### src/rtl/slot_seq_pkg.sv
package slot_seq_pkg;
  localparam logic ADDR_EN   = 1'b0;
  localparam logic ADDR_CTRL = 1'b1;
  localparam int   STEPS     = 4;

  typedef enum logic [1:0] {
    SQ_IDLE = 2'd0,
    SQ_DOWN = 2'd1,
    SQ_UP   = 2'd2
  } sq_state_e;

  typedef logic [1:0] step_t;
endpackage

### src/rtl/slot_en_reg.sv
module slot_en_reg
  import slot_seq_pkg::*;
#(
  parameter int NUM_SLOTS = 6
) (
  input  logic                 clk,
  input  logic                 rst,
  input  logic                 wr_en,
  input  logic                 wr_addr,
  input  logic [NUM_SLOTS-1:0] wr_bits,
  input  logic [NUM_SLOTS-1:0] strap_present,
  input  logic [NUM_SLOTS-1:0] switch_open,
  output logic [NUM_SLOTS-1:0] en_q
);
  logic hit;
  assign hit = wr_en && (wr_addr == ADDR_EN);

  for (genvar i = 0; i < NUM_SLOTS; i++) begin : g_bit
    logic allow;
    // absent slots are frozen; an open latch blocks only a set
    assign allow = strap_present[i] && !(wr_bits[i] && switch_open[i]);
    always_ff @(posedge clk) begin
      if (rst) en_q[i] <= 1'b0;
      else if (hit && allow) en_q[i] <= wr_bits[i];
    end
  end
endmodule

### src/rtl/slot_seq_ctrl.sv
module slot_seq_ctrl
  import slot_seq_pkg::*;
#(
  parameter int NUM_SLOTS = 6,
  parameter int GAP_W     = 8
) (
  input  logic                 clk,
  input  logic                 rst,
  input  logic                 commit_wr,
  input  logic [NUM_SLOTS-1:0] target,
  input  logic [GAP_W-1:0]     cfg_gap,
  output logic                 busy,
  output logic                 commit_bit,
  output logic                 fire,
  output logic                 going_down,
  output step_t                step,
  output logic [NUM_SLOTS-1:0] rm_mask,
  output logic [NUM_SLOTS-1:0] add_mask
);
  localparam step_t LAST_STEP = step_t'(STEPS - 1);

  sq_state_e              state;
  logic [GAP_W-1:0]       cnt, gap_q;
  logic                   go_req;
  logic [NUM_SLOTS-1:0]   applied;
  logic [NUM_SLOTS-1:0]   rm_next, add_next;

  assign rm_next    = applied & ~target;
  assign add_next   = target & ~applied;
  assign fire       = (state != SQ_IDLE) && (cnt == '0);
  assign going_down = (state == SQ_DOWN);
  assign commit_bit = go_req | busy;

  always_ff @(posedge clk) begin
    if (rst) begin
      state    <= SQ_IDLE;
      step     <= '0;
      cnt      <= '0;
      gap_q    <= '0;
      go_req   <= 1'b0;
      applied  <= '0;
      rm_mask  <= '0;
      add_mask <= '0;
      busy     <= 1'b0;
    end else begin
      // a new commit always wins over consumption of the old one
      go_req <= commit_wr | (go_req & (state != SQ_IDLE));
      case (state)
        SQ_IDLE: begin
          if (go_req) begin
            rm_mask  <= rm_next;
            add_mask <= add_next;
            applied  <= target;
            gap_q    <= cfg_gap;
            step     <= '0;
            cnt      <= '0;
            if (rm_next != '0) begin
              state <= SQ_DOWN;
              busy  <= 1'b1;
            end else if (add_next != '0) begin
              state <= SQ_UP;
              busy  <= 1'b1;
            end
          end
        end
        default: begin
          if (cnt != '0) begin
            cnt <= cnt - 1'b1;
          end else begin
            cnt <= gap_q;
            if (step == LAST_STEP) begin
              step <= '0;
              if (state == SQ_DOWN && add_mask != '0) begin
                state <= SQ_UP;
              end else begin
                state <= SQ_IDLE;
                busy  <= 1'b0;
              end
            end else begin
              step <= step + 2'd1;
            end
          end
        end
      endcase
    end
  end
endmodule

### src/rtl/slot_out_drv.sv
module slot_out_drv
  import slot_seq_pkg::*;
#(
  parameter int NUM_SLOTS = 6
) (
  input  logic                 clk,
  input  logic                 rst,
  input  logic                 fire,
  input  logic                 going_down,
  input  step_t                step,
  input  logic [NUM_SLOTS-1:0] rm_mask,
  input  logic [NUM_SLOTS-1:0] add_mask,
  output logic [NUM_SLOTS-1:0] pwr_en,
  output logic [NUM_SLOTS-1:0] clk_en_n,
  output logic [NUM_SLOTS-1:0] bus_en_n,
  output logic [NUM_SLOTS-1:0] rst_n
);
  for (genvar i = 0; i < NUM_SLOTS; i++) begin : g_slot
    logic sel;
    assign sel = fire && (going_down ? rm_mask[i] : add_mask[i]);

    always_ff @(posedge clk) begin
      if (rst) begin
        pwr_en[i]   <= 1'b0;
        clk_en_n[i] <= 1'b1;
        bus_en_n[i] <= 1'b1;
        rst_n[i]    <= 1'b0;
      end else if (sel) begin
        // shutdown walks the bring-up order backwards
        case (step)
          2'd0: if (going_down) rst_n[i] <= 1'b0;    else pwr_en[i]   <= 1'b1;
          2'd1: if (going_down) bus_en_n[i] <= 1'b1; else clk_en_n[i] <= 1'b0;
          2'd2: if (going_down) clk_en_n[i] <= 1'b1; else bus_en_n[i] <= 1'b0;
          default: if (going_down) pwr_en[i] <= 1'b0; else rst_n[i]  <= 1'b1;
        endcase
      end
    end
  end
endmodule

### src/rtl/slot_pwr_seq.sv
module slot_pwr_seq
  import slot_seq_pkg::*;
#(
  parameter int NUM_SLOTS = 6,
  parameter int REG_W     = 8,
  parameter int GAP_W     = 8
) (
  input  logic                 clk,
  input  logic                 rst,
  input  logic                 wr_en,
  input  logic                 wr_addr,
  input  logic [REG_W-1:0]     wr_data,
  input  logic                 rd_addr,
  output logic [REG_W-1:0]     rd_data,
  input  logic [NUM_SLOTS-1:0] strap_present,
  input  logic [NUM_SLOTS-1:0] switch_open,
  input  logic [GAP_W-1:0]     cfg_gap,
  output logic [NUM_SLOTS-1:0] slot_pwr_en,
  output logic [NUM_SLOTS-1:0] slot_clk_en_n,
  output logic [NUM_SLOTS-1:0] slot_bus_en_n,
  output logic [NUM_SLOTS-1:0] slot_rst_n,
  output logic                 busy
);
  logic [NUM_SLOTS-1:0] en_q, rm_mask, add_mask;
  logic                 commit_wr, commit_bit, fire, going_down;
  step_t                step;
  logic [REG_W-1:0]     en_view, ctrl_view;
  logic                 unused_wr_hi;

  assign unused_wr_hi = ^wr_data;
  assign commit_wr    = wr_en && (wr_addr == ADDR_CTRL) && wr_data[0];

  slot_en_reg #(.NUM_SLOTS(NUM_SLOTS)) u_reg (
    .clk(clk), .rst(rst), .wr_en(wr_en), .wr_addr(wr_addr),
    .wr_bits(wr_data[NUM_SLOTS-1:0]), .strap_present(strap_present),
    .switch_open(switch_open), .en_q(en_q)
  );

  slot_seq_ctrl #(.NUM_SLOTS(NUM_SLOTS), .GAP_W(GAP_W)) u_ctrl (
    .clk(clk), .rst(rst), .commit_wr(commit_wr), .target(en_q),
    .cfg_gap(cfg_gap), .busy(busy), .commit_bit(commit_bit), .fire(fire),
    .going_down(going_down), .step(step), .rm_mask(rm_mask), .add_mask(add_mask)
  );

  slot_out_drv #(.NUM_SLOTS(NUM_SLOTS)) u_drv (
    .clk(clk), .rst(rst), .fire(fire), .going_down(going_down), .step(step),
    .rm_mask(rm_mask), .add_mask(add_mask), .pwr_en(slot_pwr_en),
    .clk_en_n(slot_clk_en_n), .bus_en_n(slot_bus_en_n), .rst_n(slot_rst_n)
  );

  always_comb begin
    en_view                  = '0;
    en_view[NUM_SLOTS-1:0]   = en_q;
    ctrl_view                = '0;
    ctrl_view[0]             = commit_bit;
    ctrl_view[1]             = busy;
  end

  always_ff @(posedge clk) begin
    if (rst) rd_data <= '0;
    else     rd_data <= (rd_addr == ADDR_CTRL) ? ctrl_view : en_view;
  end
endmodule

### config.mk
export PLATFORM = sky130hd
export DESIGN_NAME = slot_pwr_seq
export DESIGN_NICKNAME = d
export VERILOG_FILES = /design/src/rtl/slot_seq_pkg.sv /design/src/rtl/slot_en_reg.sv /design/src/rtl/slot_seq_ctrl.sv /design/src/rtl/slot_out_drv.sv /design/src/rtl/slot_pwr_seq.sv
export SDC_FILE = /design/constraint.sdc
export NUM_CORES = 1
export LEC_CHECK = 0
export ABC_CLOCK_PERIOD_IN_PS = 2920
export BUFFER_PORTS_ARGS = -buffer_cell sky130_fd_sc_hd__clkbuf_2
export CAP_MARGIN = 20
export CORE_MARGIN = 2
export CORE_UTILIZATION = 50
export DETAILED_ROUTE_END_ITERATION = 7
export PLACE_DENSITY = 0.78
export SKIP_CTS_REPAIR_TIMING = 1
export SYNTH_ARGS = -nofsm -noshare
export SYNTH_HDL_FRONTEND = slang
export SYNTH_SLANG_ARGS = --single-unit
### constraint.sdc
create_clock -name clk -period 2.92 [get_ports clk]
set_input_delay 0.438 -clock clk [delete_from_list [all_inputs] [get_ports clk]]
set_output_delay 0.438 -clock clk [all_outputs]
set_load 0.01 [all_outputs]
==> results.md <==
- Hold path start: cfg_gap[5]
- Placed inst area: 3670 µm²
- Hold worst-path end: u_ctrl.gap_q[5]$_SDFFE_PP0P_
- Max-cap violations: 0
- Drt via density: 5.67
- Worst slew margin: 49.0%
- Arr. time, crit path: 2.39 ns
- Clk sink count: 76
- Initial DRC Count: 127
- Gp weighted congestion: 0.850
- Pin count of the biggest net entering global routing: 35
- Number of flops mapped to enable cells by yosys: 0
- PwrDens: 512 nW/µm²
- Fmax: 0.466 GHz
- Synth top area share: 45.7%
- Congestion Overflow GR: 0
- Final setup TNS: 0 ns
- Crit Path Max Fanout: 18
- Worst setup SP type: flip-flop
- FF-to-FF End: u_ctrl.add_mask[0]$_SDFFE_PP0P_
- Final setup viols: 0
- Fin. Hold Viols: 0
- Per-cell routed wire length: 14.3 µm
- TritonCTS Buffers: 9
- Final Max Tran Viols: 0
- CP Class: reg2reg
- Critical-path cell list: nor2_1 -> nand2_1 -> buf_4 -> a21oi_1 -> nor2_1
- Diodes inserted: 0
- Total Routing Usage GR: 21.9%
- Core Footprint: 6390 µm²
- Critical path depth in cells: 5
- Worst Tran Pin Value: 0.759 ns
- Root Buffer: clkbuf_8
- Critical Path RT: 3.16 ns
- Max incr delay on CP: 0.52 ns
- First-pass GRT wire length: 13000 µm
- Post-Syn Area: 3330 µm²
- Syn_area_per_cell: 8.39 µm²
- Yosys reg bits: 76
- Setup crit end kind: flip-flop
- Seq/Total Area, Yosys: 45.7%
- Count leader, synth: dfxtp_1
- Site row count: 29
- RSZ-0062 raised after global routing: false
- Outcome: finished clean
- Peak VDD IR: 0.283 mV
- Critical R2R Launch: u_ctrl.state[1]$_SDFFE_PP0P_
- CP max stage cell: nor2_1
- Dominant delay contributor by cell family on the critical path: simple AND/OR/NAND/NOR gates
- Synth Flop Type: dfxtp_1
- Synth cell count leaders: dfxtp_1 (76), nand2_1 (66), a21oi_1 (50)
- Detailed-route wire length: 7630 µm
- WHS Path Cells: 3
- Most used cell, CP: nor2_1
- Clock Path Buffers: 2
- Yosys top cell by area: dfxtp_1
- Die X: 85.6 µm
- Final worst path period need: 2.14 ns
- Antenna Nets Post-Route: 0
- Post-Syn Instances: 397
- Final Cell Area: 3870 µm²
- R2R setup slack: 0.78 ns
- Vias in the first global route: 2880
- Synth cell types: 46
- Starting Density: 52.1%
- R2r worst-path depth: 5
- Syn. warnings: 0
- Clk slew on worst S/H paths: 0.08 ns
- Die ar.: 7330 µm²
- Post-synth ARST share: 0%
- CTS tree: built
- Fin nets: 492
- Layout cell share with drive strength beyond 1: 20.7%
- Synth top area cells: dfxtp_1 (46%), a21oi_1 (7.5%), nand2_1 (7.4%)
- Part of the cycle the worst path needs: 73.4%
- Static leakage: 1.47 nW
- Vias post-DR: 3031
- H-tree levels: 3
- IO Count: 66
- DR DRC count: 0
- Layout area overhead: 16.2%
- Worst hold-check path type: in2reg
- PortBufs: 61
- DIE HEIGHT: 85.6 µm
- Antenna violations before repair: 0
- Skew-Pair Late Insertion Delay: 0.34 ns
- Buf/Inv on CP: 1
- Drt first pass iters: 5
- Worst Skew: 0.00851 ns
- DP HPWL: 5640 µm
layer usage:
metal | vias up | track usage (%) | routed length (µm)
met5 | - | 0 | 0
met4 | 0 | 7.07 | 94
met3 | 11 | 4.91 | 379
met2 | 99 | 36.1 | 3580
met1 | 1403 | 28.6 | 3580
li1 | 1518 | - | -
worst min-delay path, cell delays in order:
cell	delay, ns
clkbuf_2	0.08
nand2_1	0.04
a21oi_1	0.05
per-stage QoR:
stage | power, mW | worst slack (ns) | hold WS [ns] | instances | utilization [%]
after detailed placement | 1.21 | 0.774 | 0.454 | 519 | 57.5
after floorplan | 1.17 | 1.19 | 0.433 | 398 | -
after global placement | 1.21 | 0.871 | 0.442 | 519 | 57.5
after global routing | 2.06 | 0.575 | 0.316 | 535 | 60.6
after CTS | 2.00 | 0.735 | 0.298 | 535 | 60.6
final | 1.98 | 0.776 | 0.308 | 535 | 60.6
registers in the layout (all words and copies together) (netlist names):
signal,flops
u_ctrl.add_mask,6
u_drv.bus_en_n,6
u_ctrl.step,2
u_ctrl.applied,6
u_drv.clk_en_n,6
u_ctrl.busy,1
u_ctrl.cnt,8
u_ctrl.rm_mask,6
u_drv.rst_n,6
u_reg.en_q,6
u_drv.pwr_en,6
u_ctrl.gap_q,8
u_ctrl.go_req,1
rd_data,6
u_ctrl.state,2
logic make-up (layout without fill, tap and decap cells):
group	Yosys count	in the layout	share of synthesized area, %
flip-flops	76	76	45.7
buffers and inverters	32	92	4.06
other	1	2	0.113
AO/OA/AOI/OAI	110	110	20.9
AND/OR/NAND/NOR	164	164	24.6
multiplexers	8	8	2.41
adder cells (fa/ha/maj)	6	6	2.25
cell type report:
| cell class | instances | area (µm²) |
|---|---|---|
| Clock buffer | 12 | 145 |
| Clock inverter | 4 | 48.8 |
| Fill cell | 630 | 2520 |
| Inverter | 10 | 37.5 |
| Multi-Input combinational cell | 290 | 1680 |
| Sequential cell | 76 | 1520 |
| Tap cell | 77 | 96.3 |
| Timing Repair Buffer | 66 | 343 |
where the power goes:
group,total (mW),switching [mW],internal (mW)
Sequential,1.06,0.0127,1.05
Combinational,0.132,0.0825,0.0492
Clock,0.791,0.373,0.418
Total,1.98,0.468,1.51
placed cells by master, fill, tap and decap left out, types with 2 or more instances in the layout:
cell type / n
nor4_4: 2
a22oi_1: 2
dfxtp_1: 76
inv_1: 9
nand2b_1: 3
and2_1: 7
buf_4: 5
mux2i_1: 8
clkbuf_8: 10
clkbuf_1: 2
a31oi_1: 6
nor3_1: 8
nor2b_1: 13
a32oi_1: 3
o21ai_1: 13
nand2_1: 66
nor2_1: 37
o221a_2: 6
and3_1: 5
o21ai_0: 3
nand3_1: 5
conb_1: 2
ha_1: 6
nand3b_1: 2
clkbuf_2: 61
a211oi_1: 15
clkinv_2: 2
or4_1: 2
nor4_2: 2
nor3_2: 2
o311ai_1: 6
or3_1: 2
nor4_1: 2
a21oi_1: 50
worst max-delay path by stage:
| stage | start | end | slack [ns] |
|---|---|---|---|
| floorplan | u_ctrl.cnt[0]$_SDFFE_PP0P_ | u_ctrl.cnt[6]$_SDFFE_PP0P_ | 1.19 |
| global placement | u_ctrl.state[1]$_SDFFE_PP0P_ | u_ctrl.rm_mask[4]$_SDFFE_PP0P_ | 0.87 |
| detailed placement | u_ctrl.state[1]$_SDFFE_PP0P_ | u_ctrl.add_mask[0]$_SDFFE_PP0P_ | 0.77 |
| CTS | u_ctrl.state[1]$_SDFFE_PP0P_ | u_ctrl.rm_mask[2]$_SDFFE_PP0P_ | 0.73 |
| global route | u_ctrl.state[1]$_SDFFE_PP0P_ | u_ctrl.add_mask[0]$_SDFFE_PP0P_ | 0.58 |
| finish | u_ctrl.state[1]$_SDFFE_PP0P_ | u_ctrl.add_mask[0]$_SDFFE_PP0P_ | 0.78 |
Note: power is estimated with default switching activity, not from simulation.
